--- config.mk ---
export PLATFORM = sky130hd
export DESIGN_NAME = hbridge_gate_decoder
export DESIGN_NICKNAME = d
export VERILOG_FILES = /design/src/rtl/hbg_pkg.sv /design/src/rtl/hbg_sync.sv /design/src/rtl/hbg_decode.sv /design/src/rtl/hbg_leg.sv /design/src/rtl/hbridge_gate_decoder.sv
export SDC_FILE = /design/constraint.sdc
export NUM_CORES = 1
export LEC_CHECK = 0
export BUFFER_PORTS_ARGS = -buffer_cell sky130_fd_sc_hd__buf_4
export CORE_MARGIN = 1
export CORE_UTILIZATION = 30
export DETAILED_ROUTE_END_ITERATION = 16
export GPL_TIMING_DRIVEN = 1
export PLACE_DENSITY = 0.45
export SETUP_SLACK_MARGIN = 0.4
export SLEW_MARGIN = 25
export SYNTH_ARGS = -nofsm -noshare
export SYNTH_HDL_FRONTEND = slang
export SYNTH_SLANG_ARGS = --single-unit
--- constraint.sdc ---
create_clock -name clk -period 2.8 [get_ports clk]
set_clock_uncertainty 0.2 [all_clocks]
set_input_delay 0 -clock clk [delete_from_list [all_inputs] [get_ports clk]]
set_output_delay 0 -clock clk [all_outputs]
set_load 0.02 [all_outputs]
--- src/rtl/hbg_pkg.sv ---
package hbg_pkg;

   typedef enum logic [1:0] {
      LEG_FLOAT = 2'd0,
      LEG_LOW   = 2'd1,
      LEG_HIGH  = 2'd2
   } leg_state_e;

endpackage

--- src/rtl/hbg_sync.sv ---
module hbg_sync #(
   parameter int WIDTH  = 3,
   parameter int STAGES = 2
) (
   input  logic             clk,
   input  logic             rst_n,
   input  logic [WIDTH-1:0] async_in,
   output logic [WIDTH-1:0] sync_out
);

   generate
      if (STAGES < 2) begin : g_bad_stages
         $error("hbg_sync: STAGES must be at least 2");
      end
      if (WIDTH < 1) begin : g_bad_width
         $error("hbg_sync: WIDTH must be at least 1");
      end
   endgenerate

   logic [WIDTH-1:0] chain_q [STAGES];

   always_ff @(posedge clk or negedge rst_n) begin
      if (!rst_n) chain_q[0] <= '0;
      else        chain_q[0] <= async_in;
   end

   generate
      for (genvar s = 1; s < STAGES; s++) begin : g_stage
         always_ff @(posedge clk or negedge rst_n) begin
            if (!rst_n) chain_q[s] <= '0;
            else        chain_q[s] <= chain_q[s-1];
         end
      end
   endgenerate

   assign sync_out = chain_q[STAGES-1];

endmodule

--- src/rtl/hbg_decode.sv ---
module hbg_decode
   import hbg_pkg::*;
(
   input  logic       scheme,
   input  logic       sig_a,
   input  logic       sig_b,
   output leg_state_e want1,
   output leg_state_e want2
);

   always_comb begin
      want1 = LEG_FLOAT;
      want2 = LEG_FLOAT;
      if (!scheme) begin
         unique case ({sig_a, sig_b})
            2'b00: begin want1 = LEG_FLOAT; want2 = LEG_FLOAT; end
            2'b10: begin want1 = LEG_HIGH;  want2 = LEG_LOW;   end
            2'b01: begin want1 = LEG_LOW;   want2 = LEG_HIGH;  end
            default: begin want1 = LEG_LOW; want2 = LEG_LOW;   end
         endcase
      end else begin
         if (!sig_b) begin
            want1 = LEG_LOW;
            want2 = LEG_LOW;
         end else if (sig_a) begin
            want1 = LEG_LOW;
            want2 = LEG_HIGH;
         end else begin
            want1 = LEG_HIGH;
            want2 = LEG_LOW;
         end
      end
   end

endmodule

--- src/rtl/hbg_leg.sv ---
module hbg_leg
   import hbg_pkg::*;
#(
   parameter int DEAD_CYCLES = 10
) (
   input  logic       clk,
   input  logic       rst_n,
   input  logic       kill,
   input  leg_state_e target,
   output logic       gate_hs,
   output logic       gate_ls
);

   localparam int CNT_W = $clog2(DEAD_CYCLES + 1);
   localparam logic [CNT_W-1:0] CNT_LOAD = CNT_W'(DEAD_CYCLES);
   localparam logic [CNT_W-1:0] CNT_ONE  = CNT_W'(1);

   generate
      if (DEAD_CYCLES < 1) begin : g_bad_dead
         $error("hbg_leg: DEAD_CYCLES must be at least 1");
      end
   endgenerate

   leg_state_e       drive_q;
   leg_state_e       pend_q;
   logic [CNT_W-1:0] gap_q;

   always_ff @(posedge clk or negedge rst_n) begin
      if (!rst_n) begin
         drive_q <= LEG_FLOAT;
         pend_q  <= LEG_FLOAT;
         gap_q   <= '0;
      end else if (kill) begin
         drive_q <= LEG_FLOAT;
         pend_q  <= LEG_FLOAT;
         gap_q   <= '0;
      end else if (gap_q != '0) begin
         if (target == LEG_FLOAT) begin
            drive_q <= LEG_FLOAT;
            gap_q   <= '0;
         end else if (target != pend_q) begin
            pend_q <= target;
            gap_q  <= CNT_LOAD;
         end else if (gap_q == CNT_ONE) begin
            drive_q <= pend_q;
            gap_q   <= '0;
         end else begin
            gap_q <= gap_q - CNT_ONE;
         end
      end else if (target != drive_q) begin
         if (target == LEG_FLOAT || drive_q == LEG_FLOAT) begin
            drive_q <= target;
         end else begin
            drive_q <= LEG_FLOAT;
            pend_q  <= target;
            gap_q   <= CNT_LOAD;
         end
      end
   end

   assign gate_hs = (drive_q == LEG_HIGH);
   assign gate_ls = (drive_q == LEG_LOW);

   // one leg never conducts through both switches
   assert_no_shoot_R7: assert property (@(posedge clk) disable iff (!rst_n)
      !(gate_hs && gate_ls));

   // a high-side on-cycle is never followed directly by a low-side one
   assert_gap_hi_lo_R8: assert property (@(posedge clk) disable iff (!rst_n)
      gate_hs |=> !gate_ls);

   assert_gap_lo_hi_R8: assert property (@(posedge clk) disable iff (!rst_n)
      gate_ls |=> !gate_hs);

   // while the dead-time counter runs the leg stays dark
   assert_dark_in_gap_R8: assert property (@(posedge clk) disable iff (!rst_n)
      (gap_q != '0) |-> (!gate_hs && !gate_ls));

   assert_gap_bound_R8: assert property (@(posedge clk) disable iff (!rst_n)
      gap_q <= CNT_LOAD);

   // kill empties the leg on the next edge
   assert_kill_off_R10: assert property (@(posedge clk) disable iff (!rst_n)
      kill |=> (!gate_hs && !gate_ls && gap_q == '0));

endmodule

--- src/rtl/hbridge_gate_decoder.sv ---
module hbridge_gate_decoder
   import hbg_pkg::*;
#(
   parameter int DEAD_CYCLES = 10,
   parameter int SYNC_STAGES = 2
) (
   input  logic clk,
   input  logic rst_n,
   input  logic scheme_sel,
   input  logic cmd_a,
   input  logic cmd_b,
   input  logic bridge_kill,
   output logic leg1_hs,
   output logic leg1_ls,
   output logic leg2_hs,
   output logic leg2_ls
);

   localparam int N_LEGS = 2;
   localparam int N_CMD  = 3;

   logic [N_CMD-1:0] cmd_sync;
   leg_state_e       want [N_LEGS];
   logic [N_LEGS-1:0] hs_en;
   logic [N_LEGS-1:0] ls_en;

   hbg_sync #(
      .WIDTH  (N_CMD),
      .STAGES (SYNC_STAGES)
   ) u_sync (
      .clk      (clk),
      .rst_n    (rst_n),
      .async_in ({scheme_sel, cmd_a, cmd_b}),
      .sync_out (cmd_sync)
   );

   hbg_decode u_decode (
      .scheme (cmd_sync[2]),
      .sig_a  (cmd_sync[1]),
      .sig_b  (cmd_sync[0]),
      .want1  (want[0]),
      .want2  (want[1])
   );

   generate
      for (genvar g = 0; g < N_LEGS; g++) begin : g_leg
         hbg_leg #(
            .DEAD_CYCLES (DEAD_CYCLES)
         ) u_leg (
            .clk     (clk),
            .rst_n   (rst_n),
            .kill    (bridge_kill),
            .target  (want[g]),
            .gate_hs (hs_en[g]),
            .gate_ls (ls_en[g])
         );
      end
   endgenerate

   assign leg1_hs = hs_en[0];
   assign leg1_ls = ls_en[0];
   assign leg2_hs = hs_en[1];
   assign leg2_ls = ls_en[1];

   // kill darkens the whole bridge after one edge
   assert_bridge_dark_R10: assert property (@(posedge clk) disable iff (!rst_n)
      bridge_kill |=> (hs_en == '0 && ls_en == '0));

   // a floating request never has a leg switched on after the kill is held
   assert_kill_hold_R10: assert property (@(posedge clk) disable iff (!rst_n)
      (bridge_kill && $past(bridge_kill)) |-> (hs_en == '0 && ls_en == '0));

endmodule

==> impl_metrics.json <==
{
  "ant_nets": 0,
  "finalSetupTns_ns": 0,
  "drc": 0,
  "min_path_type": "input port to asynchronous set/reset pin",
  "max-cap-violations": 0,
  "final-hold-violation-count": 0,
  "fp.coreArea_um2": 5140,
  "worstMarginPinSlew_ns": 0.555,
  "critPathKind": "register to register",
  "clockRootBuffer": "clkbuf_8",
  "die_h_um": 75.2,
  "synth_top_area_cell": "dfrtp_1",
  "synth_cells": 183,
  "drt_first_pass_iters": 4,
  "yosysSeqAreaShare_pct": 34.3,
  "wl_met1_um": 1820,
  "grt_max_degree": 23,
  "synth_ff_type": "dfrtp_1",
  "row_count": 26,
  "cts_tree": "done",
  "synth_top_area_share_pct": 34.3,
  "outcome": "finished clean",
  "area_growth_pct": 17.5,
  "dpl.hpwl_um": 2790,
  "power_w": 0.00122,
  "cts_num_sinks": 22,
  "wl_per_cell_um": 14.5,
  "synth.most_common_cell": "dfrtp_1",
  "ios": 10,
  "vias": 1440,
  "synth_nets": 194,
  "grt_antenna_before_repair": 0,
  "power_density_nw_per_um2": 648,
  "relSlewSlack_pct": 62.5,
  "via_per_inst": 5.45,
  "met2_length_um": 1850,
  "syn_area_um2": 1610,
  "syn_area_per_cell_um2": 8.77,
  "synthTopCellsByCount": "22 x dfrtp_1, 13 x nor2_1, 10 x nand2_1, 10 x nor3_1, 9 x inv_1",
  "end_kind": "register",
  "layout.nets": 206,
  "nFillCells": 564,
  "synth_cell_types": 55,
  "synth-edff-count": 0,
  "grt_remaining_overflow": 0,
  "insertedDiodeCount": 0,
  "timing.final.crit_share_pct": 81.1,
  "top_layer": "met4",
  "drtIter0Drc": 100,
  "port_buffers": 9,
  "htreeDepth": 1,
  "arrival_ns": 2.23,
  "drive_above_1_share_pct": 18.6,
  "max_freq_mhz": 440,
  "totalWireLength_um": 3830,
  "regArea_um2": 553,
  "multiInputGateArea_um2": 981,
  "p_leak_nw": 0.789,
  "die_w_um": 75.2,
  "grtUsageTotal_pct": 15.7,
  "synth-async-reset-ratio_pct": 100,
  "rsz0062_at_grt": "yes",
  "worstPathMaxFanout": 17,
  "netlist_top_cells_area": "dfrtp_1 34%, ha_1 3.9%, nor3_1 3.1%",
  "cts_buffers": 3,
  "grt_pass1_wl_um": 6730,
  "cts_buffer_depth": 2,
  "synth_seq_cells": 22,
  "start_util_pct": 31.2,
  "cp-start-kind": "register",
  "grt_pass1_vias": 1424,
  "synth_warnings": 0,
  "cp.required_ns": 2.76,
  "setup_viol": 0,
  "clkTransAtPathRegs_ns": 0.09,
  "die-area_um2": 5650,
  "layout_min_cycle_time_ns": 2.27,
  "wl_met3_um": 129,
  "gp_congestion": 0.764,
  "worstSkewPairLatency_ns": 0.27,
  "finalMaxSlewViolations": 0,
  "ir_drop_uv": 227
}
repair_timing:
item,in CTS,in global routing
endpoints found under the hold margin,32,0
hold buffers,6,0
setup endpoints to repair,1,8
resized for setup,1,8
pin swaps,0,1
buffers inserted,0,2
per-layer routing:
layer,up-vias,GRT usage (%)
met3,5,3.35
met5,-,0
met2,29,26.5
li1,706,-
met1,700,20.5
met4,0,4.12
flip-flops by register name, summed over array words and instances (netlist names):
name                 flops
g_leg.u_leg.drive_q      4
g_leg.u_leg.gap_q        8
g_leg.u_leg.pend_q       4
u_sync.chain_q           3
u_sync.sync_out          3
layout by cell type (no fill, tap or decap), types with 4 or more instances in the layout:
| master | instances |
|---|---|
| nor2_1 | 12 |
| dlygate4sd3_1 | 5 |
| buf_4 | 14 |
| nor2b_1 | 5 |
| o21ai_0 | 6 |
| dfrtp_1 | 20 |
| inv_1 | 9 |
| o31ai_1 | 5 |
| a21oi_1 | 8 |
| nor3b_1 | 4 |
| nor3_1 | 10 |
| and2_1 | 4 |
| a211oi_1 | 4 |
| nand2_1 | 10 |
| ha_1 | 4 |
metrics by stage:
stage / hold slack (ns) / utilization, % / std cells / area [um^2] / setup WS [ns]
6_report: 0.134 / 36.7 / 264 / 1890 / 0.528
3_3_place_gp: -0.282 / 33.3 / 252 / 1710 / 0.364
5_1_grt: 0.174 / 36.7 / 264 / 1890 / 0.313
2_1_floorplan: -0.496 / - / 183 / 1610 / 0.620
3_5_place_dp: -0.278 / 33.3 / 252 / 1710 / 0.332
4_1_cts: 0.155 / 36.0 / 262 / 1850 / 0.418
area by class of cell:
type	instances	share of cell area, %
well taps	70	4.64
multi-input cells	139	52.0
repair buffers	20	8.49
inverters	9	1.79
flip-flops and latches	22	29.3
clock inverters	1	1.59
clock buffers	3	2.19
power breakdown:
| group | switching [W] | internal, W | total (W) | leakage, nW |
|---|---|---|---|---|
| sequential | 0.0000775 | 0.000367 | 0.000445 | 0.280 |
| combinational | 0.000252 | 0.000224 | 0.000477 | 0.474 |
| clock | 0.000110 | 0.000191 | 0.000301 | 0.0357 |
| total | 0.000440 | 0.000783 | 0.00122 | 0.789 |
critical path, cell delays in order, from the launching register on:
cell and delay [ns]:
dfrtp_1 0.69, inv_1 0.22, nor4_1 0.51, o311ai_0 0.24
a31oi_1 0.24, nor3_1 0.06
final timing paths:
kind                       slack, ns               start                   endpoint  cells after the start
min                             0.13               rst_n    g_leg[1].u_leg.gap_q[3]                      3
max in group asynchronous       1.88               rst_n         u_sync.sync_out[0]                      3
min in group clk                0.15   u_sync.chain_q[4]         u_sync.sync_out[1]                      0
max                             0.53  u_sync.sync_out[1]  g_leg[1].u_leg.drive_q[1]                      5
min reg2reg                     0.15   u_sync.chain_q[4]         u_sync.sync_out[1]                      0
max reg2reg                     0.53  u_sync.sync_out[1]  g_leg[1].u_leg.drive_q[1]                      5
cell families after synthesis:
kind of cell	Yosys count	share of synthesized area [%]
AND/OR/NAND/NOR	79	28.9
AO/OA/AOI/OAI	51	24.2
buffers and inverters	22	6.47
flip-flops	22	34.3
adder cells (fa/ha/maj)	5	3.90
XOR/XNOR	3	1.64
multiplexers	1	0.624
(Power assumes the default switching activity.)
